## config.mk

```make
export PLATFORM = sky130hd
export DESIGN_NAME = seg_xlate_unit
export DESIGN_NICKNAME = d
export VERILOG_FILES = /design/src/rtl/seg_xlate_pkg.sv /design/src/rtl/seg_sel_regs.sv /design/src/rtl/seg_desc_table.sv /design/src/rtl/seg_check.sv /design/src/rtl/seg_xlate_unit.sv
export SDC_FILE = /design/constraint.sdc
export NUM_CORES = 1
export LEC_CHECK = 0
export BUFFER_PORTS_ARGS = -buffer_cell sky130_fd_sc_hd__buf_2
export CORE_UTILIZATION = 30
export DETAILED_ROUTE_END_ITERATION = 6
export PLACE_DENSITY_LB_ADDON = 0.25
export SYNTH_ARGS = -nofsm -noshare
export SYNTH_HDL_FRONTEND = slang
export SYNTH_HIERARCHICAL = 1
export SYNTH_SLANG_ARGS = --single-unit
```

## constraint.sdc

```tcl
create_clock -name clk -period 9.15 [get_ports clk]
set_input_delay 1.83 -clock clk [delete_from_list [all_inputs] [get_ports clk]]
set_output_delay 1.83 -clock clk [all_outputs]
set_load 0.1 [all_outputs]
```

## src/rtl/seg_xlate_pkg.sv

```systemverilog
package seg_xlate_pkg;

  typedef enum logic [1:0] {
    SEG_CODE  = 2'd0,
    SEG_DATA  = 2'd1,
    SEG_STACK = 2'd2,
    SEG_EXTRA = 2'd3
  } seg_id_e;

  typedef enum logic [1:0] {
    ACC_FETCH = 2'd0,
    ACC_STACK = 2'd1,
    ACC_DATA  = 2'd2,
    ACC_DATA2 = 2'd3
  } acc_kind_e;

  // Segment chosen for an access: the override wins, else the kind decides.
  function automatic seg_id_e pick_segment(input logic [1:0] kind,
                                           input logic       ovr_on,
                                           input logic [1:0] ovr_seg);
    seg_id_e s;
    if (ovr_on) begin
      s = seg_id_e'(ovr_seg);
    end else begin
      case (acc_kind_e'(kind))
        ACC_FETCH: s = SEG_CODE;
        ACC_STACK: s = SEG_STACK;
        default:   s = SEG_DATA;
      endcase
    end
    return s;
  endfunction

endpackage

```

## src/rtl/seg_sel_regs.sv

```systemverilog
module seg_sel_regs #(
  parameter int NSEG  = 4,
  parameter int IDX_W = 3
) (
  input  logic             clk,
  input  logic             rst_n,
  input  logic             wr_en,
  input  logic [1:0]       wr_sel,
  input  logic [IDX_W-1:0] wr_idx,
  input  logic [1:0]       rd_sel,
  output logic [IDX_W-1:0] rd_idx
);

  logic [IDX_W-1:0] idx_q [NSEG];

  for (genvar s = 0; s < NSEG; s++) begin : g_sreg
    always_ff @(posedge clk) begin
      if (!rst_n) begin
        idx_q[s] <= '0;
      end else if (wr_en && (wr_sel == 2'(s))) begin
        idx_q[s] <= wr_idx;
      end
    end
  end

  assign rd_idx = idx_q[rd_sel];

  a_r10_sreg_write_lands: assert property (@(posedge clk) disable iff (!rst_n)
    wr_en |=> idx_q[$past(wr_sel)] == $past(wr_idx));

  a_r10_sreg_held: assert property (@(posedge clk) disable iff (!rst_n)
    !wr_en |=> $stable(idx_q[0]) && $stable(idx_q[1]) && $stable(idx_q[2]) && $stable(idx_q[3]));

endmodule

```

## src/rtl/seg_desc_table.sv

```systemverilog
module seg_desc_table #(
  parameter int NDESC = 8,
  parameter int OFF_W = 16,
  parameter int LIN_W = 24,
  localparam int IDX_W = $clog2(NDESC)
) (
  input  logic             clk,
  input  logic             rst_n,
  input  logic             wr_en,
  input  logic [IDX_W-1:0] wr_idx,
  input  logic [LIN_W-1:0] wr_base,
  input  logic [OFF_W-1:0] wr_limit,
  input  logic [1:0]       wr_dpl,
  input  logic [IDX_W-1:0] rd_idx,
  output logic [LIN_W-1:0] rd_base,
  output logic [OFF_W-1:0] rd_limit,
  output logic [1:0]       rd_dpl
);

  logic [LIN_W-1:0] base_q  [NDESC];
  logic [OFF_W-1:0] limit_q [NDESC];
  logic [1:0]       dpl_q   [NDESC];

  for (genvar e = 0; e < NDESC; e++) begin : g_entry
    always_ff @(posedge clk) begin
      if (!rst_n) begin
        base_q[e]  <= '0;
        limit_q[e] <= '0;
        dpl_q[e]   <= '0;
      end else if (wr_en && (wr_idx == IDX_W'(e))) begin
        base_q[e]  <= wr_base;
        limit_q[e] <= wr_limit;
        dpl_q[e]   <= wr_dpl;
      end
    end
  end

  always_comb begin
    rd_base  = base_q[rd_idx];
    rd_limit = limit_q[rd_idx];
    rd_dpl   = dpl_q[rd_idx];
  end

  a_r11_desc_write_lands: assert property (@(posedge clk) disable iff (!rst_n)
    wr_en |=> base_q[$past(wr_idx)] == $past(wr_base)
           && limit_q[$past(wr_idx)] == $past(wr_limit)
           && dpl_q[$past(wr_idx)] == $past(wr_dpl));

endmodule

```

## src/rtl/seg_check.sv

```systemverilog
module seg_check #(
  parameter int OFF_W = 16,
  parameter int LIN_W = 24
) (
  input  logic             clk,
  input  logic             rst_n,
  input  logic             req_valid,
  input  logic [1:0]       seg_in,
  input  logic [LIN_W-1:0] base,
  input  logic [OFF_W-1:0] limit,
  input  logic [1:0]       dpl,
  input  logic [OFF_W-1:0] off,
  input  logic [1:0]       cpl,
  input  logic             flat,
  output logic             resp_valid,
  output logic [LIN_W-1:0] resp_lin,
  output logic [1:0]       resp_seg,
  output logic             flt_limit,
  output logic             flt_priv
);

  function automatic logic [LIN_W-1:0] lin_sum(input logic [LIN_W-1:0] b,
                                               input logic [OFF_W-1:0] o);
    return b + LIN_W'(o);
  endfunction

  function automatic logic beyond_limit(input logic [OFF_W-1:0] o,
                                        input logic [OFF_W-1:0] lim);
    return o > lim;
  endfunction

  function automatic logic priv_denied(input logic [1:0] cur,
                                       input logic [1:0] need);
    return cur > need;
  endfunction

  logic [LIN_W-1:0] base_eff;
  logic [OFF_W-1:0] limit_eff;
  logic             hit_limit;
  logic             hit_priv;
  logic [LIN_W-1:0] lin_raw;

  always_comb begin
    base_eff  = flat ? '0 : base;
    limit_eff = flat ? '1 : limit;
    hit_limit = beyond_limit(off, limit_eff);
    hit_priv  = priv_denied(cpl, dpl);
    lin_raw   = lin_sum(base_eff, off);
  end

  always_ff @(posedge clk) begin
    if (!rst_n || !req_valid) begin
      resp_valid <= 1'b0;
      resp_lin   <= '0;
      resp_seg   <= '0;
      flt_limit  <= 1'b0;
      flt_priv   <= 1'b0;
    end else begin
      resp_valid <= 1'b1;
      resp_lin   <= (hit_limit || hit_priv) ? '0 : lin_raw;
      resp_seg   <= seg_in;
      flt_limit  <= hit_limit;
      flt_priv   <= hit_priv;
    end
  end

  a_r9_resp_follows: assert property (@(posedge clk) disable iff (!rst_n)
    req_valid |=> resp_valid);

  a_r9_idle_quiet: assert property (@(posedge clk) disable iff (!rst_n)
    !req_valid |=> !resp_valid && resp_lin == '0 && !flt_limit && !flt_priv);

  a_r8_fault_zero_addr: assert property (@(posedge clk) disable iff (!rst_n)
    (flt_limit || flt_priv) |-> resp_lin == '0);

  a_r7_flat_no_limit: assert property (@(posedge clk) disable iff (!rst_n)
    (req_valid && flat) |=> !flt_limit);

  a_r6_ring0_allowed: assert property (@(posedge clk) disable iff (!rst_n)
    (req_valid && cpl == 2'd0) |=> !flt_priv);

  a_r5_zero_off_in_limit: assert property (@(posedge clk) disable iff (!rst_n)
    (req_valid && off == '0) |=> !flt_limit);

endmodule

```

## src/rtl/seg_xlate_unit.sv

```systemverilog
module seg_xlate_unit
  import seg_xlate_pkg::*;
#(
  parameter int OFF_W = 16,
  parameter int LIN_W = 24,
  parameter int NDESC = 8,
  localparam int IDX_W = $clog2(NDESC)
) (
  input  logic             clk,
  input  logic             rst_n,
  input  logic             sreg_we,
  input  logic [1:0]       sreg_sel,
  input  logic [IDX_W-1:0] sreg_idx,
  input  logic             dt_we,
  input  logic [IDX_W-1:0] dt_idx,
  input  logic [LIN_W-1:0] dt_base,
  input  logic [OFF_W-1:0] dt_limit,
  input  logic [1:0]       dt_dpl,
  input  logic             flat_mode,
  input  logic             req_valid,
  input  logic [1:0]       req_kind,
  input  logic             ovr_valid,
  input  logic [1:0]       ovr_sel,
  input  logic [OFF_W-1:0] req_off,
  input  logic [1:0]       cpl,
  output logic             resp_valid,
  output logic [LIN_W-1:0] resp_lin,
  output logic [1:0]       resp_seg,
  output logic             flt_limit,
  output logic             flt_priv
);

  seg_id_e          eff_seg;
  logic [IDX_W-1:0] eff_idx;
  logic [LIN_W-1:0] d_base;
  logic [OFF_W-1:0] d_limit;
  logic [1:0]       d_dpl;

  assign eff_seg = pick_segment(req_kind, ovr_valid, ovr_sel);

  seg_sel_regs #(.NSEG(4), .IDX_W(IDX_W)) u_sregs (
    .clk    (clk),
    .rst_n  (rst_n),
    .wr_en  (sreg_we),
    .wr_sel (sreg_sel),
    .wr_idx (sreg_idx),
    .rd_sel (eff_seg),
    .rd_idx (eff_idx)
  );

  seg_desc_table #(.NDESC(NDESC), .OFF_W(OFF_W), .LIN_W(LIN_W)) u_table (
    .clk      (clk),
    .rst_n    (rst_n),
    .wr_en    (dt_we),
    .wr_idx   (dt_idx),
    .wr_base  (dt_base),
    .wr_limit (dt_limit),
    .wr_dpl   (dt_dpl),
    .rd_idx   (eff_idx),
    .rd_base  (d_base),
    .rd_limit (d_limit),
    .rd_dpl   (d_dpl)
  );

  seg_check #(.OFF_W(OFF_W), .LIN_W(LIN_W)) u_check (
    .clk        (clk),
    .rst_n      (rst_n),
    .req_valid  (req_valid),
    .seg_in     (eff_seg),
    .base       (d_base),
    .limit      (d_limit),
    .dpl        (d_dpl),
    .off        (req_off),
    .cpl        (cpl),
    .flat       (flat_mode),
    .resp_valid (resp_valid),
    .resp_lin   (resp_lin),
    .resp_seg   (resp_seg),
    .flt_limit  (flt_limit),
    .flt_priv   (flt_priv)
  );

  a_r3_override_wins: assert property (@(posedge clk) disable iff (!rst_n)
    (req_valid && ovr_valid) |=> resp_seg == $past(ovr_sel));

  a_r2_fetch_uses_code: assert property (@(posedge clk) disable iff (!rst_n)
    (req_valid && !ovr_valid && req_kind == 2'd0) |=> resp_seg == 2'd0);

  a_r2_no_default_extra: assert property (@(posedge clk) disable iff (!rst_n)
    (req_valid && !ovr_valid) |=> resp_seg != 2'd3);

endmodule

```

==> results of run 1 <==
## final cells by class
cell class / instances / area, um2 / area share
repair buffers: 130 / 721 / 0.0349
multi-input cells: 776 / 6340 / 0.307
flip-flops and latches: 377 / 11000 / 0.534
inverters: 54 / 203 / 0.00982
clock inverters: 28 / 343 / 0.0166
well taps: 773 / 967 / 0.0468
clock buffers: 46 / 1040 / 0.0506
## report_power, final
group | total [W] | switching [W] | internal, W
clock | 0.00173 | 0.000706 | 0.00103
sequential | 0.00203 | 0.0000296 | 0.00200
combinational | 0.000869 | 0.000551 | 0.000318
## critical path: cells and delay by family
family,cells,cell delay (ns)
AOI/OAI and AO/OA,6,1.56
and+or+nand+nor,2,0.27
muxes,4,2.12
buffers and inverters,1,0.10
adders and majority gates,2,0.67
## metrics by stage
step                      utilization  std cells
final                           0.350       2184
after global routing            0.350       2184
after CTS                       0.350       2184
after detailed placement        0.326       2110
after global placement          0.326       2110
after floorplan                     -       1318
## flip-flops by register name, indices dropped and copies added, names as in the netlist
register and count:
u_check/resp_valid 1, u_table/dpl_q 16, u_check/flt_priv 1, u_table/base_q 192, u_sregs/idx_q 12, u_check/resp_lin 24
u_table/limit_q 128, u_check/flt_limit 1, u_check/resp_seg 2
## final timing paths
| check | start | end | slack, ns | cells after the start |
|---|---|---|---|---|
| worst max-delay path | req_kind[1] | u_check/resp_lin[20] | 2.95 | 15 |
| worst min-delay path | u_table/base_q[0][18] | u_check/resp_lin[18] | 1.03 | 4 |
| worst max register to register | u_sregs/idx_q[0][0] | u_check/resp_lin[20] | 4.45 | 12 |
| worst min register to register | u_table/base_q[0][18] | u_check/resp_lin[18] | 1.03 | 4 |
## synthesized netlist by cell type, types with 9 or more instances
cell type,count
inv_1,12
nand4_1,10
and2_1,15
nor3_1,346
xnor2_1,9
mux4_2,84
ha_1,34
mux2_2,42
buf_2,13
clkbuf_1,85
edfxtp_1,348
nor2_1,43
dfxtp_1,29
o21ai_0,26
a21oi_1,24
clkinv_1,42
nor2b_1,25
nand2_1,27
## routing by layer
layer | wire length, um | GRT usage
met5 | 22 | 0
met4 | 849 | 0.0465
met3 | 2780 | 0.0219
met2 | 23700 | 0.270
met1 | 22600 | 0.236
## kinds of logic after synthesis
logic type,Yosys count,synth area share
buffers and inverters,165,0.0384
AOI/OAI and AO/OA,91,0.0332
muxes,131,0.138
adders and majority gates,35,0.0248
and+or+nand+nor,507,0.145
DFF,377,0.615
xor gates and xnor gates,12,0.00586
==> results.json, run 1 <==
{
  "grt.overflow.total": 0,
  "numCtsBuffers": 41,
  "h-tree-depth": 2,
  "async_flop_share": 0,
  "worstPathArrival_ns": 6.62,
  "final_hold_viol_count": 0,
  "layout-drive-gt1-share": 0.245,
  "total_power_w": 0.00463,
  "cts.sinks": 377,
  "p_leak_nw": 6.79,
  "rows": 89,
  "worst_setup_path_start_kind": "primary input",
  "grt_pass1_wl_um": 76100,
  "die_w_um": 246,
  "critPathRequiredTime_ns": 9.57,
  "clockBufferDepth": 3,
  "yosys-top-cells-area": "edfxtp_1 (58%), mux4_2 (11%), nor3_1 (9.7%), dfxtp_1 (3.2%), mux2_2 (2.6%)",
  "outcome": "completed",
  "fin_skew_ns": 0.0134,
  "cts_resized": 0,
  "final_cell_mix": "edfxtp_1 (348), nor3_1 (346), buf_2 (107)",
  "ant_nets": 0,
  "via_count": 11500,
  "vias_per_cell": 5.25,
  "pin_count": 108,
  "grt_max_degree": 108,
  "synth_edf_count": 348,
  "drv_slew": 0,
  "endpoint_kind": "register",
  "synthToLayoutAreaGrowth_pct": 15.1,
  "crit_top_cell": "a21oi_1",
  "yosys_warnings": 6,
  "cts_setup_buffers": 0,
  "synthDominantCellAreaShare": 0.583,
  "port_buffers": 107,
  "netlist_instances": 1318,
  "initial_core_util": 0.304,
  "grt_pass1_vias": 11800,
  "cap_violations": 0,
  "core_area_um2": 59000,
  "dp_slack_ns": 2.33,
  "synth.net_count": 1432,
  "setup-violations-final": 0,
  "finalInstanceArea_um2": 20600,
  "wl_per_cell_um": 22.9,
  "dp_hpwl_um": 29600,
  "crit_slowest_cell": "mux4_4",
  "antenna_cells": 0,
  "timing.fmax_mhz": 161,
  "peakVddDrop_mv": 0.155,
  "place.gp.congestion": 0.808,
  "drtPass1Iterations": 5,
  "period_needed_ns": 6.20,
  "final_common_cell": "edfxtp_1",
  "synth_seq_cells": 377,
  "drt_iter0_markers": 783,
  "die-area_um2": 60800,
  "powerDensity_nw_per_um2": 224,
  "netlist-cell-type-count": 64,
  "grt_util_all_layers": 0.168,
  "antenna_found_initial": 7,
  "max_slew_margin": 0.169,
  "wl_um": 49900,
  "synth_top_flop_cell": "edfxtp_1",
  "crit_path_max_incr_delay_ns": 1.01,
  "crit_path_cell_trace": "buf_2 > nand2b_1 > o21ai_0 > mux4_4 > mux4_2 > mux2_2 > nor2b_1 > ha_1 > fa_1 > a21oi_1 > o21ai_4 > o21a_1 > o41ai_2 > mux2i_1 > a21oi_1",
  "fp.dieH_um": 246,
  "worst_slack_ns": 2.95,
  "crit_fanout": 40,
  "insertion_delay_ns": 0.58,
  "finalCritPeriodShare": 0.677,
  "syn-cell-area_um2": 17900,
  "criticalPathCategory": "in2reg",
  "route.detailed.drc": 0,
  "min_path_type": "reg2reg",
  "rsz0062_at_grt": "false",
  "tightest_slew_ns": 1.25,
  "setup_tns_ns": 0,
  "fill_cells": 5763,
  "cts_tree": "built",
  "fin_nets": 1494,
  "cts-root-buf": "clkbuf_16",
  "synth_area_per_cell_um2": 13.6,
  "placed_area_um2": 19300,
  "holdBufCountCts": 0,
  "ys_seq_area_frac": 0.615,
  "clk_transition_reported_paths_ns": 0.06,
  "synth_area_leader_cell": "edfxtp_1",
  "whs_ns": 1.03
}
Power figures use the tool's default switching activity.
==> run 2: changes to the inputs <==
==> constraint.sdc (replaced) <==
create_clock -name clk -period 5 [get_ports clk]
set_input_delay 1 -clock clk [delete_from_list [all_inputs] [get_ports clk]]
set_output_delay 1 -clock clk [all_outputs]
set_load 0.1 [all_outputs]
==> run 2 against run 1 <==
  * Clock-buffer cell count increased by 5
  * Global-route usage decreased by 0.23 points
  * Core utilization increased by 0.89 points
  * Register-to-register slack got worse by 3.6 ns
  * Largest power group unchanged
  * Final cell count increased by 3.0%
  * Non-clock buffer count increased by 64
  * Worst hold slack got worse by 0.31 ns
  * Routed wire length decreased by 0.42%
==> results.json, run 2 (synthesis gave the netlist of run 1 again) <==
{
  "worstPathArrival_ns": 5.01,
  "setup-violations-final": 0,
  "cts.sinks": 377,
  "synthToLayoutAreaGrowth_pct": 18.0,
  "die-area_um2": 60800,
  "pin_count": 108,
  "grt.overflow.total": 0,
  "final_common_cell": "edfxtp_1",
  "port_buffers": 107,
  "layout-drive-gt1-share": 0.277,
  "endpoint_kind": "register",
  "finalCritPeriodShare": 0.920,
  "clockBufferDepth": 3,
  "cts_tree": "built",
  "holdBufCountCts": 0,
  "p_leak_nw": 7.12,
  "final_cell_mix": "edfxtp_1 (348), nor3_1 (346), buf_2 (107)",
  "powerDensity_nw_per_um2": 402,
  "route.detailed.drc": 0,
  "worst_setup_path_start_kind": "primary input",
  "cap_violations": 0,
  "largest_reg_flops": 192,
  "p_int_w": 0.00621,
  "critPathRequiredTime_ns": 5.41,
  "cts_setup_buffers": 0,
  "fin_nets": 1557,
  "crit_fanout": 7,
  "p_clk_frac": 0.362,
  "clk_transition_reported_paths_ns": 0.06,
  "combPwrFrac": 0.201,
  "numCtsBuffers": 40,
  "max_slew_margin": 0.238,
  "core_area_um2": 59000,
  "grt_pass1_vias": 11900,
  "outcome": "completed",
  "fp.dieH_um": 246,
  "period_needed_ns": 4.60,
  "ant_nets": 0,
  "min_path_type": "in2reg",
  "antenna_found_initial": 7,
  "insertion_delay_ns": 0.54,
  "setup_tns_ns": 0,
  "grt_util_all_layers": 0.165,
  "rows": 89,
  "p_sw_w": 0.00230,
  "via_count": 11600,
  "tightest_slew_ns": 1.14,
  "initial_core_util": 0.304,
  "pwr-share-seq": 0.437,
  "die_w_um": 246,
  "largestRegisters": "u_table/base_q: 192 flops, u_table/limit_q: 128 flops, u_check/resp_lin: 24 flops",
  "place.gp.congestion": 0.802,
  "fin_skew_ns": 0.0113,
  "swShare": 0.271,
  "wl_um": 49700,
  "h-tree-depth": 2,
  "vias_per_cell": 5.16,
  "drt_iter0_markers": 686,
  "criticalPathCategory": "in2reg",
  "grt_max_degree": 121,
  "final_hold_viol_count": 0,
  "timing.fmax_mhz": 217,
  "dp_hpwl_um": 30600,
  "rrSetupSlack_ns": 0.84,
  "wl_per_cell_um": 22.1,
  "drv_slew": 0,
  "total_power_w": 0.00851,
  "peakVddDrop_mv": 0.257,
  "top_register": "u_table/base_q",
  "cts-root-buf": "clkbuf_16",
  "cts_resized": 0,
  "drtPass1Iterations": 5,
  "rsz0062_at_grt": "false",
  "grt_pass1_wl_um": 75400
}
-- run 2: cell count changes in the layout (fill, tap and decap cells not counted) --
cell       previous run  this run
buf_12                1         6
buf_4                22        81
bufinv_16             7         6
clkbuf_1              5         7
clkbuf_8              0         3
clkinv_1             51        48
clkinv_4              2         0
diode_2               0         4
inv_16                1         0
-- run 2: path summary, 6_finish.rpt --
check | startpoint | endpoint | cells past startpoint
min reg2reg | u_table/base_q[3][18] | u_check/resp_lin[18] | 4
max reg2reg | u_sregs/idx_q[0][0] | u_check/resp_lin[20] | 13
min | req_valid | u_check/resp_seg[0] | 2
max | ovr_valid | u_check/resp_lin[20] | 15
-- run 2: cell type report --
| class | count | area (um2) |
|---|---|---|
| Clock buffer | 51 | 1090 |
| Multi-Input combinational cell | 776 | 6340 |
| Fill cell | 5733 | 37900 |
| Antenna cell | 4 | 10.0 |
| Clock inverter | 21 | 264 |
| Timing Repair Buffer | 194 | 1260 |
| Sequential cell | 377 | 11000 |
| Inverter | 54 | 203 |
| Tap cell | 773 | 967 |
-- run 2: through the flow --
step           setup slack, ns  cell area (um2)  instances   util  hold slack, ns
3_5_place_dp            -0.136            19800       2174  0.335           0.967
5_1_grt                  0.204            21200       2248  0.359           0.710
4_1_cts                  0.400            21200       2246  0.358           0.702
6_report                 0.398            21200       2250  0.359           0.720
3_3_place_gp            -0.133            19800       2174  0.335           0.958
2_1_floorplan           0.0694            17900       1318      -           0.880
-- run 2: power by group through the flow --
stage	clock network (W)	registers [W]	logic [W]
global placement	0	0.00378	0.00172
detailed placement	0	0.00378	0.00172
CTS	0.00315	0.00372	0.00173
floorplan	0	0.00395	0.000974
global route	0.00326	0.00374	0.00185
finish	0.00308	0.00371	0.00171
-- run 2: worst max-delay path: stages --
cell and delay (ns):
buf_2 0.12, mux2_4 0.32, mux4_4 0.70, buf_4 0.21, mux4_2 0.41, mux2_2 0.32
nor2b_1 0.17, fa_1 0.45, a21oi_1 0.31, o21ai_4 0.09, o21a_1 0.20, o41ai_2 0.27
buf_4 0.17, mux2i_1 0.17, a21oi_1 0.08
-- run 2: metal layers --
layer	vias to the layer above	wire length, um	GRT usage
met1	5841	22800	0.234
met4	4	1300	0.0530
li1	5358	-	-
met2	340	22600	0.256
met3	70	3030	0.0297
met5	-	26	0
==> run 3: changes to the inputs <==
--- a/config.mk
+++ b/config.mk
@@ -8,7 +8,7 @@
 export BUFFER_PORTS_ARGS = -buffer_cell sky130_fd_sc_hd__buf_2
 export CORE_UTILIZATION = 30
 export DETAILED_ROUTE_END_ITERATION = 6
-export PLACE_DENSITY_LB_ADDON = 0.25
+export PLACE_DENSITY = 0.5
 export SYNTH_ARGS = -nofsm -noshare
 export SYNTH_HDL_FRONTEND = slang
 export SYNTH_HIERARCHICAL = 1
==> run 3 against run 2 <==
  * Die area is the same
  * Combinational power is essentially flat
  * Critical path depth up 1
  * Clock skew rose by 0.011 ns
  * Worst hold slack got worse by 0.024 ns
  * Cell area fell by 0.41%
  * Sequential power is essentially flat
  * Sequential cell count unchanged
  * Largest cell class unchanged
  * Worst setup slack better by 0.013 ns
==> results.json, run 3 (synthesis gave the netlist of run 1 again) <==
{
  "final_hold_viol_count": 0,
  "peakVddDrop_mv": 0.309,
  "grt_pass1_vias": 11900,
  "dp_hpwl_um": 31400,
  "multiInputGateArea_um2": 6340,
  "place.gp.congestion": 0.813,
  "antenna_cells": 0,
  "seqCellArea_um2": 11000,
  "min_path_cells": 2,
  "insertion_delay_ns": 0.57,
  "ant_nets": 0,
  "die_w_um": 246,
  "crit_fanout": 15,
  "setup-violations-final": 0,
  "port_buffers": 107,
  "fp.dieH_um": 246,
  "fin_skew_ns": 0.0227,
  "tightest_slew_ns": 1.15,
  "h-tree-depth": 2,
  "cts_tree": "built",
  "route.detailed.drc": 0,
  "powerDensity_nw_per_um2": 399,
  "rr_worst_depth": 14,
  "drv_slew": 0,
  "wl_per_cell_um": 22.5,
  "drtPass1Iterations": 7,
  "top_register": "u_table/base_q",
  "holdBufCountCts": 0,
  "rsz0062_at_grt": "false",
  "wl_um": 50400,
  "critPathRequiredTime_ns": 5.47,
  "numCtsBuffers": 41,
  "cts.sinks": 377,
  "grt_util_all_layers": 0.169,
  "die-area_um2": 60800,
  "worst_setup_path_start_kind": "primary input",
  "worstSetupStartpoint": "ovr_valid",
  "criticalPathCategory": "in2reg",
  "cts-root-buf": "clkbuf_16",
  "worstPathArrival_ns": 5.06,
  "p_leak_nw": 7.09,
  "grt_pass1_wl_um": 76100,
  "drt_iter0_markers": 740,
  "layout-drive-gt1-share": 0.274,
  "clockBufferDepth": 3,
  "core_area_um2": 59000,
  "largest_reg_flops": 192,
  "outcome": "completed",
  "grt_max_degree": 97,
  "antenna_found_initial": 10,
  "fill_cells": 5787,
  "synthToLayoutAreaGrowth_pct": 17.6,
  "worstHoldStart": "req_valid",
  "final_cell_mix": "edfxtp_1 (348), nor3_1 (346), buf_2 (107)",
  "fin_nets": 1555,
  "final_common_cell": "edfxtp_1",
  "dp_slack_ns": -0.168,
  "setup_tns_ns": 0,
  "cap_violations": 0,
  "initial_core_util": 0.304,
  "grt.overflow.total": 0,
  "r2r_start": "u_sregs/idx_q[0][0]",
  "rows": 89,
  "pin_count": 108,
  "min_path_type": "in2reg",
  "worst_slack_ns": 0.412,
  "vias_per_cell": 5.16,
  "endpoint_kind": "register",
  "cts_resized": 0,
  "timing.fmax_mhz": 218,
  "cts_setup_buffers": 0,
  "via_count": 11600,
  "largestRegisters": "u_table/base_q: 192 flops, u_table/limit_q: 128 flops, u_check/resp_lin: 24 flops",
  "period_needed_ns": 4.59,
  "finalCritPeriodShare": 0.918,
  "clk_transition_reported_paths_ns": 0.06,
  "max_slew_margin": 0.231
}
run 3: cell count changes in the layout (fill, tap and decap cells not counted):
cell        delta
clkbuf_4       +1
diode_2        -4
inv_16         +1
buf_4          -3
clkinv_1       +5
inv_6          -1
clkbuf_8       -2
clkinv_2       +4
clkbuf_1       -1
bufinv_16      -3
clkbuf_16      +1
clkinvlp_4     -2
run 3: power breakdown:
part / leakage, nW / internal (W) / switching (W) / total [W]
Clock: 0.646 / 0.00172 / 0.00126 / 0.00298
Sequential: 3.60 / 0.00366 / 0.0000542 / 0.00372
Combinational: 2.84 / 0.000680 / 0.00103 / 0.00171
run 3: final cells by class:
| class | count | share of cell area |
|---|---|---|
| Clock buffer | 50 | 0.0519 |
| Clock inverter | 25 | 0.00991 |
| Inverter | 54 | 0.00961 |
| Multi-Input combinational cell | 776 | 0.301 |
| Sequential cell | 377 | 0.523 |
| Tap cell | 773 | 0.0459 |
| Timing Repair Buffer | 191 | 0.0589 |
run 3: worst paths after layout:
path                           to  slack, ns
max reg2reg  u_check/resp_lin[20]       0.82
max          u_check/resp_lin[18]       0.41
min           u_check/resp_seg[0]       0.70
min reg2reg  u_check/resp_lin[18]       1.00
run 3: critical path, stage by stage:
cell      delay (ns)
buf_2           0.12
mux2_4          0.31
buf_4           0.15
mux4_4          0.68
buf_4           0.28
buf_4           0.17
mux4_2          0.27
mux2_2          0.33
nor2b_1         0.15
ha_1            0.35
a21oi_1         0.16
nor2_1          0.06
o41ai_1         0.44
o21a_1          0.25
o21ai_0         0.13
a211oi_2        0.20
run 3: layer usage:
metal | vias to the layer above | track usage | part of all wire
li1 | 5338 | - | -
met1 | 5839 | 0.240 | 0.46
met2 | 332 | 0.264 | 0.46
met3 | 75 | 0.0321 | 0.061
met4 | 10 | 0.0432 | 0.021
met5 | - | 0 | 0.0012
run 3: stage by stage:
step | instances | area [um2] | hold WS [ns] | utilization | power (W)
floorplan | 1318 | 17900 | 0.880 | - | 0.00492
global placement | 2171 | 19800 | 0.975 | 0.335 | 0.00549
finish | 2246 | 21100 | 0.697 | 0.357 | 0.00840
CTS | 2246 | 21100 | 0.664 | 0.357 | 0.00851
detailed placement | 2171 | 19800 | 0.992 | 0.335 | 0.00550
global route | 2246 | 21100 | 0.693 | 0.357 | 0.00875
